[src/rtl/ttx_req_gen.sv]
module ttx_req_gen #(
  parameter int BASE_DLY = 24,
  parameter int NOM_BITS = 360,
  parameter int OFS_W    = 4
) (
  input  logic                          clk,
  input  logic                          rst_n,
  input  logic                          line_start,
  input  logic                          ttx_line,
  input  logic                          cfg_we,
  input  logic [2*OFS_W-1:0]            cfg_wdata,
  output logic                          ttx_req,
  output logic [$clog2(NOM_BITS+1)-1:0] req_count
);
  localparam int END_POS = BASE_DLY + NOM_BITS;
  localparam int CNT_MAX = END_POS + (1 << OFS_W);
  localparam int CNT_W   = $clog2(CNT_MAX + 1);
  localparam int BIT_W   = $clog2(NOM_BITS + 1);

  logic [2*OFS_W-1:0] cfg_stage, cfg_live;
  logic               line_on;
  logic [CNT_W-1:0]   pos;
  logic [BIT_W-1:0]   bit_cnt;
  logic [OFS_W-1:0]   rise_ofs, fall_ofs;
  logic [CNT_W-1:0]   rise_at, fall_at;

  assign rise_ofs = cfg_live[2*OFS_W-1:OFS_W];
  assign fall_ofs = cfg_live[OFS_W-1:0];
  assign rise_at  = CNT_W'(BASE_DLY) + CNT_W'(rise_ofs);
  assign fall_at  = CNT_W'(END_POS) + CNT_W'(rise_ofs) - CNT_W'(fall_ofs);

  always_ff @(posedge clk) begin
    if (!rst_n) begin
      cfg_stage <= '0;
      cfg_live  <= '0;
      line_on   <= 1'b0;
      pos       <= CNT_W'(CNT_MAX);
    end else begin
      if (cfg_we) cfg_stage <= cfg_wdata;
      if (line_start) begin
        cfg_live <= cfg_stage;
        line_on  <= ttx_line;
        pos      <= '0;
      end else if (pos != CNT_W'(CNT_MAX)) begin
        pos <= pos + 1'b1;
      end
    end
  end

  assign ttx_req = line_on && (pos >= rise_at) && (pos < fall_at);

  always_ff @(posedge clk) begin
    if (!rst_n)          bit_cnt <= '0;
    else if (line_start) bit_cnt <= '0;
    else if (ttx_req)    bit_cnt <= bit_cnt + 1'b1;
  end

  assign req_count = bit_cnt;
endmodule


[config.mk]
export PLATFORM = sky130hd
export DESIGN_NAME = ttx_req_gen
export DESIGN_NICKNAME = d
export VERILOG_FILES = /design/src/rtl/ttx_req_gen.sv
export SDC_FILE = /design/constraint.sdc
export NUM_CORES = 1
export LEC_CHECK = 0
export ABC_AREA = 1
export BUFFER_PORTS_ARGS = -buffer_cell sky130_fd_sc_hd__buf_2
export CAP_MARGIN = 20
export CORE_ASPECT_RATIO = 1.25
export CORE_MARGIN = 1.5
export CORE_UTILIZATION = 31
export CTS_BUF_LIST = sky130_fd_sc_hd__clkbuf_4
export DETAILED_ROUTE_END_ITERATION = 16
export PLACE_DENSITY = 0.48
export SLEW_MARGIN = 20
export SYNTH_ARGS = -nofsm -noshare
export SYNTH_HDL_FRONTEND = slang
export SYNTH_SLANG_ARGS = --single-unit
[constraint.sdc]
create_clock -name clk -period 3.4 [get_ports clk]
set_input_delay 0.51 -clock clk [delete_from_list [all_inputs] [get_ports clk]]
set_output_delay 0.51 -clock clk [all_outputs]
set_load 0.005 [all_outputs]
==> results of run 1 <==
[through the flow]
stage / setup TNS, ns / cells / instance area [um2]
6_report: 0 / 403 / 2430
5_1_grt: -0.00383 / 403 / 2430
4_1_cts: 0 / 399 / 2380
3_5_place_dp: 0 / 391 / 2300
3_3_place_gp: 0 / 391 / 2300
2_1_floorplan: 0 / 286 / 2100
[area by class of cell]
cell class	instances	area (um2)
well taps	87	109
clock buffers	5	37.5
inverters	37	139
flip-flops and latches	35	703
clock inverters	3	38.8
repair buffers	28	155
fillers	726	4140
multi-input cells	208	1250
[metal layers]
metal  vias to the layer above  wire length (um)
met1                       838              2090
met2                        22              2380
met4                         0                49
li1                       1000                 -
met5                         -                 0
met3                         5               102
[cell families (layout without fill, tap and decap cells)]
| logic type | after synthesis | after routing | share of synthesized area [%] |
|---|---|---|---|
| fa+ha+maj | 22 | 22 | 13.8 |
| buf+inv | 43 | 73 | 8.39 |
| simple gates | 132 | 132 | 29.7 |
| xor+xnor | 4 | 4 | 1.67 |
| compound gates | 50 | 50 | 13.1 |
| flops | 35 | 35 | 33.3 |
[worst max-delay path by stage]
stage / to / cells after the start / startpoint
3_3_place_gp: ttx_req / 15 / cfg_live[2]
5_1_grt: ttx_req / 15 / cfg_live[2]
6_report: ttx_req / 15 / cfg_live[2]
3_5_place_dp: ttx_req / 15 / cfg_live[2]
4_1_cts: ttx_req / 15 / cfg_live[2]
2_1_floorplan: ttx_req / 14 / cfg_live[2]
[state kept, by name (all words and copies together) (netlist names)]
name	cells
cfg_live	8
req_count	9
line_on	1
pos	9
cfg_stage	8
[power by group]
group          internal, mW  switching, mW  total (mW)
Clock                 0.151          0.150       0.301
Combinational        0.0788          0.106       0.185
Sequential            0.429         0.0190       0.448
[worst max-delay path: cells and delay by family (launching register included)]
kind            cells  cell delay [ns]
fa+ha+maj           3             0.98
simple gates        6             0.52
compound gates      2             0.25
flops               1             0.34
buf+inv             4             0.26
[timing repair]
| action | in CTS | in global routing |
|---|---|---|
| pin swaps | 0 | 1 |
| endpoints found under the setup margin | 1 | 1 |
| gates resized for setup | 1 | 7 |
| setup buffers | 0 | 4 |
[cells in the final DEF (no fill, tap or decap), types with 6 or more instances in the layout]
cell	n
sky130_fd_sc_hd__nand3_1	8
sky130_fd_sc_hd__buf_4	6
sky130_fd_sc_hd__a21oi_1	22
sky130_fd_sc_hd__buf_2	22
sky130_fd_sc_hd__o21ai_0	20
sky130_fd_sc_hd__nand4_1	11
sky130_fd_sc_hd__dfxtp_1	33
sky130_fd_sc_hd__ha_1	19
sky130_fd_sc_hd__nor2_1	40
sky130_fd_sc_hd__inv_1	34
sky130_fd_sc_hd__nand2_1	56
==> summary.md, run 1 <==
For the length of the first detailed-routing pass in iterations, the log shows 4. Endpoint of the most critical register-to-register path: req_count[7]. The design draws 933 uW.

The post-route DRC violation count came out at 0. The starting density of the core was 32.0%. During placement, the flow inserted port buffers numbering 22.

The worst setup path is launched from a flop. Power spread over the standard cell area amounts to 384 mW/mm2. The first global-routing pass estimated 7.83 mm of wire.

The smallest clock period supported by the final layout is computed as 3.21 ns. The run finished with clean final reports. The CTS sink count is 35, and the synthesized area is 0.00210 mm2.

met2 is the most crowded layer. In this run the worst hold path is classified as in -> reg. The setup path with the least slack is of type reg -> out. The path with the worst hold slack has its endpoint at cfg_stage[4]. The critical register-to-register path startpoint was cfg_live[2]. The logs give 286 for the synthesized instance count and 37 for the first-iteration detailed-routing DRC count. Clock latency on the worst-skew pair, taken at its later pin, is 0.34 ns. The region available for standard cell placement spans 0.00657 mm2. The post-detailed-route wirelength per cell was 11.5 um; the maximum level of the CTS H-tree was 2. The row count was 33; the worst reg-to-reg setup slack was 0.78 ns.

Pin placement for this block handled 23 I/O pins. Data arrival time of the critical path: 2.70 ns. For the critical path required time, the log shows 2.89 ns. The run gives 0 as the warning count from the yosys run.

TritonCTS built the clock tree. The relative max-transition margin was 67.4%; the number of enable flip-flop cells after synthesis was 0. The tools report the start point of the worst min-delay path as cfg_wdata[4]. The buffer cell driving the clock tree root was sky130_fd_sc_hd__clkbuf_4. The logs give 25.2% for the global routing usage on met2 and 0 for the total count of hold-check failures in the final report. For the share of the yosys chip area belonging to registers, the log shows 33.3%. Setup violations remaining at the end of the flow were counted as 0. For this run, the slowest stage of the critical path takes 0.47 ns.

The most frequent cell on the critical path is sky130_fd_sc_hd__inv_1. The peak fanout along the critical path came out at 6. The count of final max-slew check failures came out at 0. Once layout is complete, the utilization of the core stands at 37.0%. After synthesis, the cell types taking the most area are sky130_fd_sc_hd__dfxtp_1 33%, sky130_fd_sc_hd__ha_1 12%, sky130_fd_sc_hd__nand2_1 10%. Of the available clock period, the critical path in the final layout requires 94.3%. The run gives 0 as the post-route antenna net violation count.

Measured along the x axis, the die boundary spans 76.7 um. The clock edge transition at the registers on the reported setup and hold paths is 0.11 ns. Max-cap violations in this run came to 0. The smallest setup slack after layout is 0.194 ns. The critical path capture point type is a primary output. The ratio of cells with drive above 1 in the final layout was 17.4%; the vertical die dimension was 95.1 um. Dividing the synthesized area by the synthesized cell count gives 7.35 um2. The signal on the critical path passes through inv_2 -> ha_4 -> a21oi_2 -> o21ai_2 -> fa_1 -> inv_1 -> ha_1 -> nand2_1 -> nor2_1 -> nand3_1 -> nand2_2 -> nor2_4 -> nand3_4 -> inv_1 -> buf_2. The number of antenna diodes in the final layout is 0.

The net count of the finished layout is 350. The detailed-route via count is 1865, and the final weighted congestion of routability-driven global placement is 0.776. The net count after synthesis was 321; the layout overhead on the synthesized area was 15.5%. Buffers inserted during clock tree synthesis total 5. The die covers 0.00729 mm2. The measured slew at the worst slew-check pin was 0.488 ns. The tools report the residual overflow from global routing as 0. Along the worst hold path, the cell count comes to 3.

The tools report the number of distinct library cell variants in the gate-level netlist after synthesis as 33. The share of Yosys cell area claimed by the top area cell type came out at 33.3%. For met1 alone, demand over resource in global routing was 15.5%. In the routed layout, each cell is associated on average with a via count of 4.63. The clock arrives with 0.00605 ns of skew.

The run gives 1734 as the number of global-route vias before repair. Number of antenna violations at the first check in global routing: 0. For the worst flop-to-flop path, the logic depth is 15.

The total detailed-routing wirelength is 4.62 mm, and the flip-flop and latch count after synthesis is 35. The leakage power was 1.12 nW. The logs give 2 for the maximum clock path buffer count and 2.58% for the global routing met3 resource utilization.

The overall routing resource usage came out at 13.5%. The peak clock frequency supported by timing came out at 312 MHz. For this run, asynchronously set or reset flops after synthesis account for 0%. For this run, the leading register cell type out of synthesis is sky130_fd_sc_hd__dfxtp_1. Sorting the synthesized cells by how often they occur yields 56 x sky130_fd_sc_hd__nand2_1, 40 x sky130_fd_sc_hd__nor2_1, 35 x sky130_fd_sc_hd__dfxtp_1, 35 x sky130_fd_sc_hd__inv_1, 23 x sky130_fd_sc_hd__a21oi_1.

Among all cell types in the netlist, the one instantiated most often is sky130_fd_sc_hd__nand2_1. The worst setup timing slack at the placement stage was 0.378 ns; the maximum resistive drop on vdd was 0.177 mV. Detailed placement ended at an HPWL of 3.53 mm. The count of hold buffers inserted by post-cts repair was 0.

Entering global routing, the biggest net connects 22 pins. The worst hold slack is 0.385 ns. For this design, the slowest cell found on the critical path is sky130_fd_sc_hd__fa_1. Leading area contributor after synthesis: sky130_fd_sc_hd__dfxtp_1.
(Power assumes the default switching activity.)
==> run 2: changes to the inputs <==
--- a/config.mk
+++ b/config.mk
@@ -5,7 +5,6 @@
 export SDC_FILE = /design/constraint.sdc
 export NUM_CORES = 1
 export LEC_CHECK = 0
-export ABC_AREA = 1
 export BUFFER_PORTS_ARGS = -buffer_cell sky130_fd_sc_hd__buf_2
 export CAP_MARGIN = 20
 export CORE_ASPECT_RATIO = 1.25
==> summary.md, run 2 <==
In this run the horizontal extent of the chip is 73.7 um. After global routing the overflow that remains totals 0. After floorplanning, the core was sized to cover 0.00609 mm2. The congestion estimate from routability-driven global placement came to 0.690.

The peak clock frequency supported by timing was 313 MHz; the flip-flop and latch count after synthesis was 35. Measured along the y axis, the die boundary spans 91.4 um. The share of synthesized flip-flops with an asynchronous set or reset was 0%; the maximum clock path buffer count was 2. Counting both buffers and inverters, the worst setup path holds a total of 4. In the post-route analysis, the smallest setup slack over all paths is 0.200 ns. The most numerous cell in the Yosys netlist is sky130_fd_sc_hd__dfxtp_1. The worst setup path is captured at a primary output.

The floorplan die area is 0.00673 mm2. Timing analysis after detailed placement gives a worst setup slack of 0.310 ns. The biggest area contributor in the post-synthesis netlist is sky130_fd_sc_hd__dfxtp_1.

After detailed routing, the total wire length is 3.77 mm. Along the worst path, the maximum fanout reaches 3. Dividing total power by cell area gives a power density of 351 mW/mm2. The dominant register cell in the synthesized netlist was sky130_fd_sc_hd__dfxtp_1.

The worst hold path was traced through 3 stages. The worst pin sits at a relative slew slack of 63.1%. After the first detailed-routing iteration, the DRC count stood at 34.

Counting flops with a built-in enable in the synthesized netlist gives 0. The length of the first detailed-routing pass in iterations was 4; the cell depth of the worst flop-to-flop path was 15. The smallest clock period supported by the final layout is computed as 3.20 ns. The synthesized instance count was 209; the total number of nets in the final design was 270.

The synthesized area was 0.00194 mm2. Entering global routing, the biggest net connects 23 pins. The measured slew at the worst slew-check pin was 0.553 ns; the leakage power was 0.935 nW. At the end of the flow the core is filled with cells to 36.8%. Counting buffers and inverters, the worst setup path is 14 cells deep. Setup repair after global routing left no endpoint under its margin.

The run gives 35 as the CTS sink count. Type of the worst min-delay path: in -> reg. Setup violations remaining at the end of the flow were counted as 0.

Clock tree synthesis inserted a total of 5 buffers. Clock-pin slew was measured on the worst setup and hold paths at 0.10 ns. After filler insertion, the fill cell instance count of the layout stands at 667. The warning count from the yosys run is 0, and the detailed-route via count is 1485.

During placement, the flow inserted port buffers numbering 22. Ranked by instance count, the synthesized netlist is headed by 35 x sky130_fd_sc_hd__dfxtp_1, 21 x sky130_fd_sc_hd__nor2b_1, 20 x sky130_fd_sc_hd__ha_1. The tools report the maximum resistive drop on vdd as 0.196 mV. The net count after synthesis is 244, and the number of primary I/O pins is 23. The overall routing resource usage was 12.5%. Max-cap violations in this run came to 0. For the number of antenna violations at the first check in global routing, the log shows 0.

The floorplan has 32 rows. In this run the remaining antenna-violating nets after routing total 0. Total count of hold-check failures in the final report: 0.

The post-route netlist has 17.8% of its cells at a drive strength greater than 1. Worst setup path category: reg -> out. Hold is met by 0.430 ns. The flow ran to the end, and the final reports show no timing, DRC or antenna violations.

For this run, design rule violations remaining after detail routing come to 0. The fraction of the cycle the final worst path needs was 94.1%; the share of the yosys chip area belonging to registers was 36.2%. The first global-routing pass estimated 6.49 mm of wire. The critical path goes through inv_1 -> ha_1 -> nor2b_1 -> o21ai_1 -> nand2b_1 -> fa_2 -> inv_1 -> ha_1 -> nand2_1 -> a211oi_2 -> nor2_2 -> nand3_4 -> inv_2 -> buf_2. The run gives 0 ns as the setup TNS. In this design, the largest share of critical-path delay is due to adder cells. The library cell used most frequently in the layout, excluding fill and tap cells, is sky130_fd_sc_hd__dfxtp_1. The worst clock skew on the final layout was 0.0116 ns. Dividing the detail-routed wire length by the instance count gives 11.7 um. Counting distinct cell types in the post-synthesis netlist gives 38. The starting density of the core was 31.8%.

The via-per-instance ratio is 4.63, and the share of Yosys cell area claimed by the top area cell type is 36.2%. The logs give 2.83 mm for the detailed-placement wirelength estimate and 1452 for the number of global-route vias before repair. Mean instance size in the synthesized netlist: 9.27 um2. The worst setup path is launched from a flop.

The power consumption is 787 uW, and the number of antenna repair diodes is 0. At the worst endpoint, the arrival time is 2.69 ns. The count of final max-slew check failures is 0.

TritonCTS built the clock tree. The maximum level of the CTS H-tree came out at 2. By area the synthesized netlist is led by sky130_fd_sc_hd__dfxtp_1 36%, sky130_fd_sc_hd__ha_1 13%, sky130_fd_sc_hd__mux2i_1 9.8%.

Hold repair after CTS inserted 0 buffers. The top cell types in the final layout, fill and taps aside, are 34 x sky130_fd_sc_hd__dfxtp_1, 22 x sky130_fd_sc_hd__buf_2, 21 x sky130_fd_sc_hd__nor2b_1. The clock reaches the later pin of the worst-skew pair after 0.34 ns. The largest individual stage delay along the critical path comes from the cell sky130_fd_sc_hd__fa_2. The layout overhead on the synthesized area is 15.6%, and the critical path required time is 2.89 ns. For this run, the slowest stage of the critical path takes 0.52 ns. Buffer cell driving the clock tree root: sky130_fd_sc_hd__clkbuf_4.
==> run 2: cell count changes in the layout (fill, tap and decap cells not counted), sizes merged, moves of 16 or more <==
cell / previous run / this run
nor2: 44 / 13
mux2i: 0 / 19
inv: 36 / 15
a21oi: 23 / 7
nand2: 60 / 13
nor2b: 0 / 21
==> run 2: path summary, 6_finish.rpt <==
path                            slack (ns)    startpoint      endpoint
worst max register to register        0.33   cfg_live[1]  req_count[5]
worst min-delay path                  0.43  cfg_wdata[5]  cfg_stage[5]
worst min register to register        0.52  cfg_stage[7]   cfg_live[7]
worst max-delay path                  0.20   cfg_live[1]       ttx_req
==> run 2: timing repair <==
item | in CTS | in global routing
setup endpoints to repair | 1 | 1
gates resized for setup | 3 | 6
setup buffers | 0 | 2
pin swaps | 0 | 2
endpoints found under the hold margin | 0 | 0
==> run 2: metal layers <==
layer	GRT usage (%)	share of wire [%]
met4	5.09	1.7
met2	22.6	50
met5	0	0
met3	2.66	3.8
met1	13.7	44
==> run 2: where the power goes <==
group	internal [mW]	switching [mW]	total, mW
clock	0.0846	0.134	0.219
combinational	0.0616	0.0688	0.130
sequential	0.424	0.0140	0.437
==> run 2: metrics by stage <==
step | instances | cell area (um2)
floorplan | 209 | 1940
global placement | 311 | 2130
detailed placement | 311 | 2130
CTS | 319 | 2200
global route | 321 | 2240
finish | 321 | 2240
==> run 2: kinds of logic after synthesis <==
group | after synthesis | share of synthesized area, %
compound gates | 31 | 10.5
flops | 35 | 36.2
mux | 19 | 9.82
buf+inv | 21 | 4.26
xor+xnor | 9 | 4.07
fa+ha+maj | 22 | 15.0
simple gates | 72 | 20.2
==> run 2: cell type report <==
type	instances	area [um2]	area share (%)
multi-input combinational	153	1190	53.0
tap	85	106	4.75
timing repair buffer	25	133	5.92
sequential	35	704	31.5
clock buffer	6	45.0	2.01
clock inverter	2	7.51	0.335
inverter	15	56.3	2.51
==> run 2: worst min-delay path, delay by kind of cell <==
kind | cells | cell delay, ns
muxes | 1 | 0.05
buffers and inverters | 1 | 0.07
and+or+nand+nor | 1 | 0.09
==> run 3: changes to the inputs <==
--- a/config.mk
+++ b/config.mk
@@ -5,7 +5,7 @@
 export SDC_FILE = /design/constraint.sdc
 export NUM_CORES = 1
 export LEC_CHECK = 0
-export BUFFER_PORTS_ARGS = -buffer_cell sky130_fd_sc_hd__buf_2
+export BUFFER_PORTS_ARGS = -buffer_cell sky130_fd_sc_hd__buf_4
 export CAP_MARGIN = 20
 export CORE_ASPECT_RATIO = 1.25
 export CORE_MARGIN = 1.5
==> summary.md, run 3 (synthesis results as in run 2) <==
The area growth from synthesis to layout is 18.3%. The critical path goes through inv_1 -> ha_1 -> nor2b_1 -> o21ai_1 -> nand2b_1 -> fa_1 -> inv_1 -> ha_1 -> nand2_1 -> a211oi_2 -> nor2_2 -> nand3_4 -> inv_2 -> buf_4. Max-capacitance violation count: 0. The die is 91.4 um tall. The run gives 0.215 ns as the smallest setup slack after layout.

The critical path capture point type is a primary output. The worst hold slack was 0.422 ns; the critical path required time was 2.89 ns. The stage delay of the slowest cell on the critical path works out to 0.48 ns. The endpoint with the worst hold slack was cfg_stage[6]. Peak fanout along the critical path: 5. The length of the first detailed-routing pass in iterations came out at 5. Row generation in the floorplan step produced 32 rows. After detailed placement, the design holds a cell count of 311.

Count of final max-slew check failures: 0. For the residual overflow from global routing, the log shows 0. The tools report the total count of hold-check failures in the final report as 0. TritonCTS built the clock tree. For this design the static power due to leakage is 0.955 nW. The setup TNS is 0 ns. The tools report the buffer cell driving the clock tree root as sky130_fd_sc_hd__clkbuf_4. The peak clock frequency supported by timing was 314 MHz; the sequential cell area in the final layout was 702 um2. The worst setup path is launched from a flop.

The number of antenna violations at the first check in global routing is 0, and the post-detailed-route wirelength per cell is 11.9 um. The routed layout has 1487 vias. The die width was 73.7 um.

The H-tree was split into 2 levels. For this block, the initial DRC count from the detailed router was 24. Final period demand of the worst path: 3.19 ns. The CTS sink count was 35. The tools report the post-route DRC violation count as 0. The initial utilization of the core area, before any placement, comes to 31.8%.

Data on the critical path arrives at its endpoint at 2.68 ns. After layout, the worst path uses 93.7% of the clock period. Leaving out fill and tap cells, the most frequent cells in the layout are 34 x sky130_fd_sc_hd__dfxtp_1, 27 x sky130_fd_sc_hd__buf_4, 21 x sky130_fd_sc_hd__nor2b_1. For the final database, setup skew stands at 0.0110 ns. At the later pin of the worst-skew pair, clock insertion delay measures 0.34 ns. Worst setup timing slack at the placement stage: 0.282 ns. Power spread over the standard cell area amounts to 348 mW/mm2. For the number of antenna repair diodes, the log shows 0. The number of global-route vias before repair is 1388, and the power consumption is 797 uW. The maximum resistive drop on vdd was 0.165 mV. The core region is 0.00609 mm2. The count of nets left with antenna violations once routing finished came out at 0. The run gives 0.00673 mm2 as the floorplan die area. The critical path is of the reg -> out type.

The slowest cell on the critical path was sky130_fd_sc_hd__fa_1. For this design, the CTS-stage hold fixing added 0 buffers. Setup violations remaining at the end of the flow were counted as 0.

During I/O placement, the number of pins put on the boundary was 23. Entering global routing, the biggest net connects 23 pins. Buffers inserted during clock tree synthesis total 5. Leaving out fill and tap cells, the most frequent cell in the layout is sky130_fd_sc_hd__dfxtp_1. Global routing used 12.6% of the available tracks.

At the end of the flow, the number of nets in the layout was 272. The count of cells in the finished layout, fillers not included, comes to 323. The first global-routing pass estimated 6.44 mm of wire. Endpoint of the most critical register-to-register path: req_count[5].

The setup check on the worst reg-to-reg path leaves a slack of 0.37 ns. For the placed cell area, the log shows 0.00219 mm2. After detailed routing, the number of vias per cell comes to 4.60. After clock tree synthesis, the clock-pin slew on the worst setup and hold paths is 0.11 ns.

The cell area after layout was 0.00229 mm2. In this run the critical register-to-register path is launched from cfg_live[1]. The worst hold path was traced through 3 stages. The min-delay analysis places its worst path in the category in -> reg. The start point of the worst min-delay path was cfg_wdata[6].

The flow ran to the end, and the final reports show no timing, DRC or antenna violations. The layout has 655 filler cells. Together, buffers and inverters on the worst path number 4. The area of combinational cells with multiple inputs is 0.00117 mm2.

The cell depth of the worst flop-to-flop path works out to 15. The ratio of cells with drive above 1 in the final layout is 17.2%. The run gives 65.6% as the relative max-transition margin. The tools report the maximum clock path buffer count as 2. The count of port buffers added during placement is 22, and the measured slew at the worst slew-check pin is 0.516 ns.

Routability-driven placement finished with a final weighted congestion of 0.740. The detailed-placement wirelength estimate is 2.82 mm, and the total detailed-routing wirelength is 3.83 mm. For the final core area utilization, the log shows 37.7%. On the critical path the largest part of the delay comes from adder cells.
## run 3: worst max path at each step
stage / slack, ns / endpoint / cells past startpoint / from
after detailed placement: 0.28 / ttx_req / 14 / cfg_live[1]
after global placement: 0.31 / ttx_req / 14 / cfg_live[1]
after CTS: 0.01 / ttx_req / 14 / cfg_live[1]
after floorplan: 0.45 / ttx_req / 14 / cfg_live[1]
final: 0.21 / ttx_req / 14 / cfg_live[1]
after global routing: -0.001 / ttx_req / 14 / cfg_live[1]
## run 3: metal layers
| metal | GRT usage [%] | wire length [um] | vias to the layer above |
|---|---|---|---|
| li1 | - | - | 775 |
| met1 | 14.2 | 1700 | 682 |
| met2 | 21.8 | 1960 | 25 |
| met3 | 3.11 | 113 | 5 |
| met4 | 5.71 | 52 | 0 |
| met5 | 0 | 0 | - |
## run 3: layout make-up
cell class / count / area share [%]
multi-input combinational: 153 / 51.1
sequential: 35 / 30.6
timing repair buffer: 27 / 8.84
tap: 85 / 4.64
inverter: 15 / 2.46
clock buffer: 6 / 1.97
clock inverter: 2 / 0.328
## run 3: power breakdown
group          switching [mW]  total [mW]  internal, mW
Clock                   0.143       0.227        0.0847
Combinational          0.0662       0.132        0.0659
Sequential             0.0137       0.438         0.424
## run 3: worst register-to-register path: stages (launching register included)
cell and delay [ns]:
sky130_fd_sc_hd__dfxtp_2 0.34, sky130_fd_sc_hd__inv_1 0.04, sky130_fd_sc_hd__ha_1 0.27, sky130_fd_sc_hd__nor2b_1 0.12, sky130_fd_sc_hd__o21ai_1 0.11, sky130_fd_sc_hd__nand2b_1 0.09, sky130_fd_sc_hd__fa_1 0.48, sky130_fd_sc_hd__inv_1 0.04
sky130_fd_sc_hd__ha_1 0.26, sky130_fd_sc_hd__nand2_1 0.07, sky130_fd_sc_hd__a211oi_2 0.04, sky130_fd_sc_hd__nor2_2 0.18, sky130_fd_sc_hd__nand3_4 0.11, sky130_fd_sc_hd__buf_4 0.17, sky130_fd_sc_hd__or4_1 0.49, sky130_fd_sc_hd__a21oi_1 0.14
## run 3: what timing repair did
| item | CTS | global route |
|---|---|---|
| pin swaps | 0 | 2 |
| endpoints found under the setup margin | 1 | 1 |
| resized for setup | 3 | 2 |
| buffers inserted | 0 | 4 |
| cloned | 0 | 0 |
